===== src/rtl/hexp_pkg.sv =====
package hexp_pkg;

    typedef enum logic [1:0] {
        ST_IDLE = 2'd0,
        ST_ITER = 2'd1,
        ST_MUL  = 2'd2
    } hexp_state_e;

    // iteration sequencer: current shift index and whether it is the second pass
    typedef struct packed {
        logic [5:0] idx;
        logic       again;
    } iter_ctl_t;

    // out-of-table flags for the whole-number part
    typedef struct packed {
        logic hi;
        logic lo;
    } clamp_t;

    // hyperbolic CORDIC needs steps 4, 13, 40, ... (k -> 3k+1) run twice
    function automatic bit is_double(input int j);
        int k = 4;
        bit hit = 1'b0;
        for (int n = 0; n < 6; n++) begin
            if (j == k) hit = 1'b1;
            k = 3 * k + 1;
        end
        return hit;
    endfunction

    function automatic int step_count(input int iters);
        int n = 0;
        for (int j = 1; j <= iters; j++) begin
            n = n + (is_double(j) ? 2 : 1);
        end
        return n;
    endfunction

    function automatic real pow2(input int e);
        real r = 1.0;
        for (int i = 0; i < e; i++) r = r * 2.0;
        return r;
    endfunction

    function automatic int atanh_fix(input int j, input int frac);
        real t = 1.0 / pow2(j);
        return $rtoi(0.5 * $ln((1.0 + t) / (1.0 - t)) * pow2(frac) + 0.5);
    endfunction

    // reciprocal of the hyperbolic gain over the full schedule
    function automatic int inv_gain_fix(input int iters, input int frac);
        real g = 1.0;
        for (int j = 1; j <= iters; j++) begin
            real f = $sqrt(1.0 - 1.0 / pow2(2 * j));
            g = g * f;
            if (is_double(j)) g = g * f;
        end
        return $rtoi(pow2(frac) / g + 0.5);
    endfunction

    function automatic int exp_fix(input int k, input int frac);
        return $rtoi($exp(real'(k)) * pow2(frac) + 0.5);
    endfunction

endpackage


===== src/rtl/hexp_atanh_rom.sv =====
module hexp_atanh_rom
    import hexp_pkg::*;
#(
    parameter int CF    = 20,
    parameter int ITERS = 16,
    parameter int W     = CF + 3
) (
    input  logic [5:0]          idx_i,
    output logic signed [W-1:0] val_o
);

    logic signed [W-1:0] tbl [1:ITERS];

    for (genvar g = 1; g <= ITERS; g++) begin : g_ent
        assign tbl[g] = W'(atanh_fix(g, CF));
    end

    always_comb begin
        val_o = '0;
        for (int i = 1; i <= ITERS; i++) begin
            if (int'(idx_i) == i) val_o = tbl[i];
        end
    end

endmodule


===== src/rtl/hexp_cordic.sv =====
module hexp_cordic
    import hexp_pkg::*;
#(
    parameter int FRAC_IN = 12,
    parameter int CF      = 20,
    parameter int ITERS   = 16
) (
    input  logic               clk,
    input  logic               rst,
    input  logic               load_i,
    input  logic               step_i,
    input  logic [FRAC_IN-1:0] frac_i,
    output logic [CF+2:0]      exp_o,
    output logic               last_o
);

    localparam int W = CF + 3;
    localparam logic signed [W-1:0] X_INIT = W'(inv_gain_fix(ITERS, CF));

    logic signed [W-1:0] x_q, y_q, z_q;
    logic signed [W-1:0] x_d, y_d, z_d;
    logic signed [W-1:0] dx, dy, at_val, sum;
    iter_ctl_t           ctl_q, ctl_d;
    logic                dbl_now;
    logic                pos;

    hexp_atanh_rom #(.CF(CF), .ITERS(ITERS), .W(W)) u_atanh (
        .idx_i (ctl_q.idx),
        .val_o (at_val)
    );

    always_comb begin
        dbl_now = 1'b0;
        for (int i = 1; i <= ITERS; i++) begin
            if (int'(ctl_q.idx) == i && is_double(i)) dbl_now = 1'b1;
        end
    end

    assign pos = ~z_q[W-1];
    assign dx  = y_q >>> ctl_q.idx;
    assign dy  = x_q >>> ctl_q.idx;

    always_comb begin
        x_d   = x_q;
        y_d   = y_q;
        z_d   = z_q;
        ctl_d = ctl_q;
        if (load_i) begin
            x_d   = X_INIT;
            y_d   = '0;
            z_d   = W'(frac_i) << (CF - FRAC_IN);
            ctl_d = '{idx: 6'd1, again: 1'b0};
        end else if (step_i) begin
            x_d = pos ? x_q + dx : x_q - dx;
            y_d = pos ? y_q + dy : y_q - dy;
            z_d = pos ? z_q - at_val : z_q + at_val;
            if (dbl_now && !ctl_q.again) begin
                ctl_d.again = 1'b1;
            end else begin
                ctl_d.idx   = ctl_q.idx + 6'd1;
                ctl_d.again = 1'b0;
            end
        end
    end

    always_ff @(posedge clk) begin
        if (rst) begin
            x_q   <= '0;
            y_q   <= '0;
            z_q   <= '0;
            ctl_q <= '{idx: 6'd1, again: 1'b0};
        end else begin
            x_q   <= x_d;
            y_q   <= y_d;
            z_q   <= z_d;
            ctl_q <= ctl_d;
        end
    end

    assign last_o = (ctl_q.idx == 6'(ITERS)) && !(dbl_now && !ctl_q.again);
    assign sum    = x_q + y_q;
    assign exp_o  = sum;

endmodule


===== src/rtl/hexp_int_rom.sv =====
module hexp_int_rom
    import hexp_pkg::*;
#(
    parameter int IB       = 4,
    parameter int TBL_W    = 24,
    parameter int TBL_FRAC = 16,
    parameter int INT_LO   = -4,
    parameter int INT_HI   = 4
) (
    input  logic signed [IB-1:0] b_i,
    output logic [TBL_W-1:0]     val_o,
    output clamp_t               clamp_o
);

    localparam int NENT = INT_HI - INT_LO + 1;

    logic [TBL_W-1:0] rom [NENT];
    int               bi;

    for (genvar g = 0; g < NENT; g++) begin : g_pow
        assign rom[g] = TBL_W'(exp_fix(INT_LO + g, TBL_FRAC));
    end

    assign bi = int'(b_i);

    always_comb begin
        val_o = '0;
        for (int i = 0; i < NENT; i++) begin
            if (bi == INT_LO + i) val_o = rom[i];
        end
        clamp_o.hi = (bi > INT_HI);
        clamp_o.lo = (bi < INT_LO);
    end

endmodule


===== src/rtl/hexp_scale.sv =====
module hexp_scale
    import hexp_pkg::*;
#(
    parameter int TBL_W    = 24,
    parameter int TBL_FRAC = 16,
    parameter int EW       = 23,
    parameter int CF       = 20,
    parameter int RES_W    = 24,
    parameter int RES_FRAC = 12
) (
    input  logic [TBL_W-1:0] tbl_i,
    input  logic [EW-1:0]    exp_i,
    input  clamp_t           clamp_i,
    output logic [RES_W-1:0] res_o
);

    localparam int PW = TBL_W + EW;
    localparam int SH = TBL_FRAC + CF - RES_FRAC;

    logic [PW-1:0] prod, rnd, shifted;

    assign prod    = PW'(tbl_i) * PW'(exp_i);
    assign rnd     = prod + (PW'(1) << (SH - 1));
    assign shifted = rnd >> SH;

    always_comb begin
        if (clamp_i.hi || (|shifted[PW-1:RES_W])) begin
            res_o = '1;
        end else if (clamp_i.lo) begin
            res_o = '0;
        end else begin
            res_o = shifted[RES_W-1:0];
        end
    end

endmodule


===== src/rtl/hexp_unit.sv =====
module hexp_unit
    import hexp_pkg::*;
#(
    parameter int ARG_W       = 16,
    parameter int ARG_FRAC    = 12,
    parameter int RES_W       = 24,
    parameter int RES_FRAC    = 12,
    parameter int CORDIC_FRAC = 20,
    parameter int ITERS       = 16,
    parameter int INT_LO      = -4,
    parameter int INT_HI      = 4,
    parameter int TBL_FRAC    = 16
) (
    input  logic             clk,
    input  logic             rst,
    input  logic             start_i,
    input  logic [ARG_W-1:0] arg_i,
    output logic             ready_o,
    output logic             done_o,
    output logic [RES_W-1:0] result_o
);

    localparam int IB    = ARG_W - ARG_FRAC;
    localparam int TBL_W = RES_W;
    localparam int EW    = CORDIC_FRAC + 3;

    hexp_state_e      state_q;
    logic [TBL_W-1:0] tbl_q, tbl_d;
    clamp_t           clamp_q, clamp_d;
    logic [EW-1:0]    ecx;
    logic [RES_W-1:0] res_q, res_d;
    logic             done_q;
    logic             accept, step, last;

    assign accept = start_i && (state_q == ST_IDLE);
    assign step   = (state_q == ST_ITER);

    hexp_int_rom #(
        .IB(IB), .TBL_W(TBL_W), .TBL_FRAC(TBL_FRAC),
        .INT_LO(INT_LO), .INT_HI(INT_HI)
    ) u_int (
        .b_i     ($signed(arg_i[ARG_W-1:ARG_FRAC])),
        .val_o   (tbl_d),
        .clamp_o (clamp_d)
    );

    hexp_cordic #(
        .FRAC_IN(ARG_FRAC), .CF(CORDIC_FRAC), .ITERS(ITERS)
    ) u_cordic (
        .clk    (clk),
        .rst    (rst),
        .load_i (accept),
        .step_i (step),
        .frac_i (arg_i[ARG_FRAC-1:0]),
        .exp_o  (ecx),
        .last_o (last)
    );

    hexp_scale #(
        .TBL_W(TBL_W), .TBL_FRAC(TBL_FRAC), .EW(EW), .CF(CORDIC_FRAC),
        .RES_W(RES_W), .RES_FRAC(RES_FRAC)
    ) u_scale (
        .tbl_i   (tbl_q),
        .exp_i   (ecx),
        .clamp_i (clamp_q),
        .res_o   (res_d)
    );

    always_ff @(posedge clk) begin
        if (rst) begin
            state_q <= ST_IDLE;
            tbl_q   <= '0;
            clamp_q <= '0;
            res_q   <= '0;
            done_q  <= 1'b0;
        end else begin
            done_q <= 1'b0;
            unique case (state_q)
                ST_IDLE: begin
                    if (accept) begin
                        tbl_q   <= tbl_d;
                        clamp_q <= clamp_d;
                        state_q <= ST_ITER;
                    end
                end
                ST_ITER: begin
                    if (last) state_q <= ST_MUL;
                end
                ST_MUL: begin
                    res_q   <= res_d;
                    done_q  <= 1'b1;
                    state_q <= ST_IDLE;
                end
                default: state_q <= ST_IDLE;
            endcase
        end
    end

    assign ready_o  = (state_q == ST_IDLE);
    assign done_o   = done_q;
    assign result_o = res_q;

endmodule


===== config.mk =====
export PLATFORM = sky130hd
export DESIGN_NAME = hexp_unit
export DESIGN_NICKNAME = d
export VERILOG_FILES = /design/src/rtl/hexp_pkg.sv /design/src/rtl/hexp_atanh_rom.sv /design/src/rtl/hexp_cordic.sv /design/src/rtl/hexp_int_rom.sv /design/src/rtl/hexp_scale.sv /design/src/rtl/hexp_unit.sv
export SDC_FILE = /design/constraint.sdc
export NUM_CORES = 2
export LEC_CHECK = 0
export CORE_MARGIN = 10
export CORE_UTILIZATION = 30
export CTS_CLUSTER_SIZE = 40
export DETAILED_ROUTE_END_ITERATION = 10
export PLACE_DENSITY_LB_ADDON = 0.1
export SYNTH_ARGS = -nofsm -noshare
export SYNTH_HDL_FRONTEND = slang
export SYNTH_HIERARCHICAL = 1
export SYNTH_SLANG_ARGS = --single-unit

===== constraint.sdc =====
create_clock -name clk -period 12.4 [get_ports clk]
set_input_delay 3.72 -clock clk [delete_from_list [all_inputs] [get_ports clk]]
set_output_delay 3.72 -clock clk [all_outputs]
set_load 0.01 [all_outputs]

Yosys cells after proc, flatten, opt, wreduce, memory -nomap -nowiden
Cells that the tools add are included.

Flip-flop bits (word level): 129. Latch bits: 0. Memory bits (writable): 0. ROM bits: 0. Input bits: 19. Logic and storage cells: 110. Memories: 0.

Add/sub/neg operators: 9. Multipliers: 1. Div/mod/pow operators: 0. Magnitude comparators: 2. Equal/unequal tests: 29. Shift operators: 2. Muxes and demuxes: 41. Bitwise operators: 1. Reductions and logical operators: 12.

Operators with widths (count): $mux W23 (19); $add A23 B23 Y23 (4); $sub A23 B23 Y23 (3); $mux W21 (3); $mux W20 (3); $eq A6 B5 Y1 const B (9); $add A47 B24 Y47 const B (1); $mul A24 B23 Y47 (1); $sshr A23 B6 Y23 (2); $logic_not A32 Y1 (1); $eq A6 B4 Y1 const B (4); $mux W24 (1); $mux W22 (1); $mux W19 (1); $mux W18 (1); $mux W17 (1); $eq A4 B3 Y1 const B (4); $mux W15 (1); $mux W14 (1); $eq A6 B3 Y1 const B (2); $mux W12 (1); $mux W11 (1); $eq A4 B2 Y1 const B (2); $add A6 B1 Y6 const B (1); other kinds (19) (29).

Longest topological paths before layout
Word-level depth: 21. Gate-level depth with buffers: 40. Mapped depth without buffers: 39.

Cells and area by module
Netlist, hierarchy kept.

By module, submodules not included: hexp_scale (instances 1, cells each 2075, area each 18094.9 sq um, sequential area each 0.0 sq um); hexp_cordic (instances 1, cells each 1428, area each 11188.2 sq um, sequential area each 1521.5 sq um); hexp_unit (instances 1, cells each 231, area each 1925.6 sq um, sequential area each 1061.0 sq um); hexp_int_rom (instances 1, cells each 60, area each 385.4 sq um, sequential area each 0.0 sq um); hexp_atanh_rom (instances 1, cells each 60, area each 377.9 sq um, sequential area each 0.0 sq um).

Worst setup path after synthesis
OpenSTA, ideal clock, no wires.

Path type: register to register. Start point: register u_cordic.x_q[1]. End point: register res_q[19] (netlist: result_o[19]). Arrival: 8.589 ns. Path slack: 3.670 ns. Stages on the path, launching flop included: 37. Path buffers: 1. Period minus slack after synthesis: 8.730 ns. Cells stage by stage: dfxtp_1 > inv_1 > fa_1 > nor2b_1 > o21ai_0 > a21bo_2 > a2111oi_0 > o2111ai_1 > a31oi_1 > nand4_1 > nand4b_1 > a21oi_1 > xnor2_1 > clkbuf_1 > nand2_1 > fa_1 > fa_1 > inv_1 > fa_1 > fa_1 > fa_1 > fa_1 > inv_1 > fa_1 > inv_1 > ha_1 > and3_4 > and3_1 > a31oi_1 > nand3_1 > o211ai_4 > a21oi_4 > a21o_1 > a211o_1 > a41o_1 > nand2_1 > a21oi_1.

Cells in the longest elaborated chain, start to end: 5.

Ends and longest elaborated chain: start, declared (RTL line hexp_cordic.sv:20) `logic signed [W-1:0] x_q, y_q, z_q;`; start signal, assigned (RTL line hexp_cordic.sv:68) `x_q <= '0;`; start signal, assigned (RTL line hexp_cordic.sv:73) `x_q <= x_d;`; $add A23 B23 Y23 (RTL line hexp_cordic.sv:81) `assign sum = x_q + y_q;`; net ecx[22] (RTL line hexp_unit.sv:30) `logic [EW-1:0] ecx;`; $mul A24 B23 Y47 (RTL line hexp_scale.sv:22) `assign prod = PW'(tbl_i) * PW'(exp_i);`; $add A47 B24 Y47 (RTL line hexp_scale.sv:23) `assign rnd = prod + (PW'(1) << (SH - 1));`; $mux W23 (RTL line hexp_scale.sv:29) `end else if (clamp_i.lo) begin`; $mux W24 (RTL line hexp_scale.sv:27) `if (clamp_i.hi || (|shifted[PW-1:RES_W])) begin`; net res_d[19] (RTL line hexp_unit.sv:31) `logic [RES_W-1:0] res_q, res_d;`; end signal, assigned (RTL line hexp_unit.sv:90) `res_q <= res_d;`; end, declared (RTL line hexp_unit.sv:31).

The timed path passes the listed nets, and every way through them passes these cells. A chain may end at the register's enable or synchronous reset.

Worst setup path after layout
Start point: register u_cordic.x_q[1]. End point: register res_q[15] (netlist: result_o[15]).

Same word-level chain as after synthesis.

==> flow_summary.yaml <==
global_routing:
  track_usage_pct: 16.8
  grt_antenna_before_repair: 4
  grt_max_degree: 70
  grt_pass1_wl_um: 161000
  first_global_vias: 26900
  grt-ovfl-total: 0
floorplanning:
  core_um2: 106000
  row_count: 119
  die_y_um: 346
  die_area_um2: 120000
  start_util_pct: 30.3
  pin_count: 45
  die_x_um: 346
hold_path:
  hold_depth: 2
  hp-start: "result_o[8]"
  min_delay_worst_endpoint: "result_o[8]"
  hold_path.class: "flop to flop"
setup_path:
  rrSetupSlack_ns: 1.96
  cpMostUsedCell: "fa_1"
  cp_data_arrival_time_ns: 10.84
  cp_num_cells: 35
  crit_path_end_kind: "flop"
  crit_required_ns: 12.80
  r2r_start: "u_cordic/x_q[1]"
  path_max_fanout: 24
  r2r_cells: 35
  worstSetupStartpointType: "flop"
  reg2reg_to: "result_o[15]"
  cp_slowest_stage_delay_ns: 0.83
  cp_slowest_cell: "a2111oi_0"
  crit_buf_inv: 4
  timing_worst_setup_path_type: "flop to flop"
  cp_top_family: "adder cells"
finish:
  fin_cells: 5183
  area_growth_pct: 7.99
  drive_above_1_share_pct: 6.73
  fill_cells: 11200
  final_cell_mix: "inv_1 (637), nand2_1 (538), fa_1 (465)"
  utilization_pct: 32.7
  mostFrequentLayoutCell: "inv_1"
  nets: 4543
synth:
  synth_seq_cells: 129
  synthArstFlopShare_pct: 0
  synth_ff_type: "dfxtp_1"
  synth-seq-area-share_pct: 8.08
  synth.avg_cell_area_um2: 8.30
  synth-edff-count: 0
  yosys.area.top_type: "fa_1"
  ys_warn_count: 6
  synthesis.area_um2: 32000
  netlist.area_leader.share_pct: 29.1
  synth_cells: 3854
  yosysUniqueCellTypes: 110
  synth.area.top_cells: "fa_1 (29%), ha_1 (11%), dfxtp_1 (8.1%)"
sta:
  finalSetupViolations: 0
  maxSlewViolCount: 0
  fin_crit_sh_pct: 84.2
  tightest_slew_ns: 1.02
  fmax_mhz: 95.8
  finalCriticalPeriod_ns: 10.44
  fin_worst_skew_ns: 0.0117
  worst_hold_slack_ns: 0.454
  finalHoldViolCount: 0
  tns_ns: 0
  timing.slew.headroom_pct: 31.9
  grt_setup_unrepaired: "false"
pwr:
  ir_worst_vdd_mv: 0.132
  powerDensity_nw_per_um2: 145
  p_leak_nw: 15.8
place:
  io_buffers: 44
  dp_hpwl_um: 76800
  placed_cells: 5149
  gp_congestion: 0.859
routing:
  routed_wl_um: 100000
  dr.pass1.iters: 8
  routedWlPerCell_um: 19.3
  route.detailed.drc: 0
  viasPerCell: 4.95
  antenna_left: 0
  vias: 25700
  drt_iter0_drc: 1544
clock_network:
  clk_pin_slew_ns: 0.07
  worstSkewPairLatency_ns: 0.48
  cts_root_buf: "clkbuf_16"
  post_cts_buffers: 0
  clock_path_buffers: 2
  clkSinkCount: 129
  cts_buffers: 17
  h-tree-depth: 4
  cts_resized: 0
  hold_buffers: 0
  tritoncts: "done"
flow_run:
  max_cap_violations: 0
run_status:
  status: "finished clean"
-- kinds of logic (layout without fill, tap and decap cells) --
group | after synthesis | count (layout) | synth area share, %
XOR/XNOR | 148 | 148 | 4.05
flip-flops | 129 | 129 | 8.08
other | 2 | 8 | 0.0235
buffers and inverters | 853 | 785 | 10.6
multiplexers | 136 | 136 | 6.00
adder cells (fa/ha/maj) | 747 | 747 | 40.2
AO/OA/AOI/OAI | 585 | 585 | 12.1
AND/OR/NAND/NOR | 1254 | 1254 | 18.9
-- routing by layer --
metal	share of wire [%]	routed length, um	GRT usage [%]	vias up
met1	47	46800	23.2	12900
met2	48	48500	28.5	464
met4	0.94	939	2.64	2
met3	4.0	3970	2.05	57
met5	0.013	13	0	-
li1	-	-	-	12200
-- layout make-up --
class | instances | area (um^2) | share of cell area [%]
Clock buffer | 23 | 468 | 1.36
Tap cell | 1391 | 1740 | 5.04
Antenna cell | 2 | 5.00 | 0.0145
Sequential cell | 129 | 2590 | 7.51
Inverter | 644 | 2420 | 7.02
Timing Repair Buffer | 109 | 926 | 2.68
Multi-Input combinational cell | 2876 | 26300 | 76.1
Clock inverter | 9 | 105 | 0.304
-- registers in the layout, indices dropped and copies added (netlist names) --
register / flops
result_o: 24
tbl_q: 24
u_cordic/ctl_q: 7
done_o: 1
clamp_q: 2
u_cordic/x_q: 23
state_q: 2
u_cordic/y_q: 23
u_cordic/z_q: 23
-- worst max path at each step --
stage / startpoint / endpoint / slack [ns]
floorplan: u_cordic/x_q[1] / result_o[19] / 3.67
global placement: u_cordic/x_q[1] / result_o[15] / 2.12
detailed placement: u_cordic/y_q[6] / result_o[15] / 2.04
CTS: u_cordic/y_q[6] / result_o[15] / 1.97
global route: u_cordic/y_q[6] / result_o[15] / 1.22
finish: u_cordic/x_q[1] / result_o[15] / 1.96
-- Yosys cell counts, types with 16 or more instances --
| cell | number |
|---|---|
| a21oi_1 | 198 |
| mux2i_1 | 77 |
| nand3_1 | 50 |
| nand2_1 | 538 |
| buf_4 | 16 |
| and2_1 | 265 |
| a211oi_1 | 26 |
| a31oi_1 | 25 |
| fa_1 | 465 |
| nor3_1 | 52 |
| inv_1 | 637 |
| dfxtp_1 | 129 |
| nor2_1 | 187 |
| xnor2_1 | 78 |
| ha_1 | 282 |
| xor2_1 | 70 |
| o21ai_0 | 87 |
| mux4_2 | 41 |
| nand2b_1 | 19 |
| a21o_1 | 42 |
| nor2b_1 | 25 |
| a21oi_2 | 22 |
| or3_1 | 21 |
| o21a_1 | 22 |
| clkbuf_1 | 144 |
| buf_2 | 22 |
-- tightest hold or removal path: stages, from the launching register on --
cell     delay [ns]
dfxtp_1        0.31
nand2_1        0.05
a21oi_1        0.05
-- power by group --
group          total (mW)  internal (mW)  leakage, nW  switching (mW)
registers           0.613          0.470         1.05           0.143
clock network       0.534          0.306        0.278           0.228
logic                3.87           1.48         14.5            2.39
total                5.02           2.25         15.8            2.76
-- metrics by stage --
stage	worst slack [ns]	total power [mW]	cell area, um^2
floorplan	3.67	3.32	32000
global placement	2.12	4.51	33900
detailed placement	2.04	4.49	33900
CTS	1.97	5.07	34500
global route	1.22	5.54	34500
finish	1.96	5.02	34500
Power figures use the tool's default switching activity.
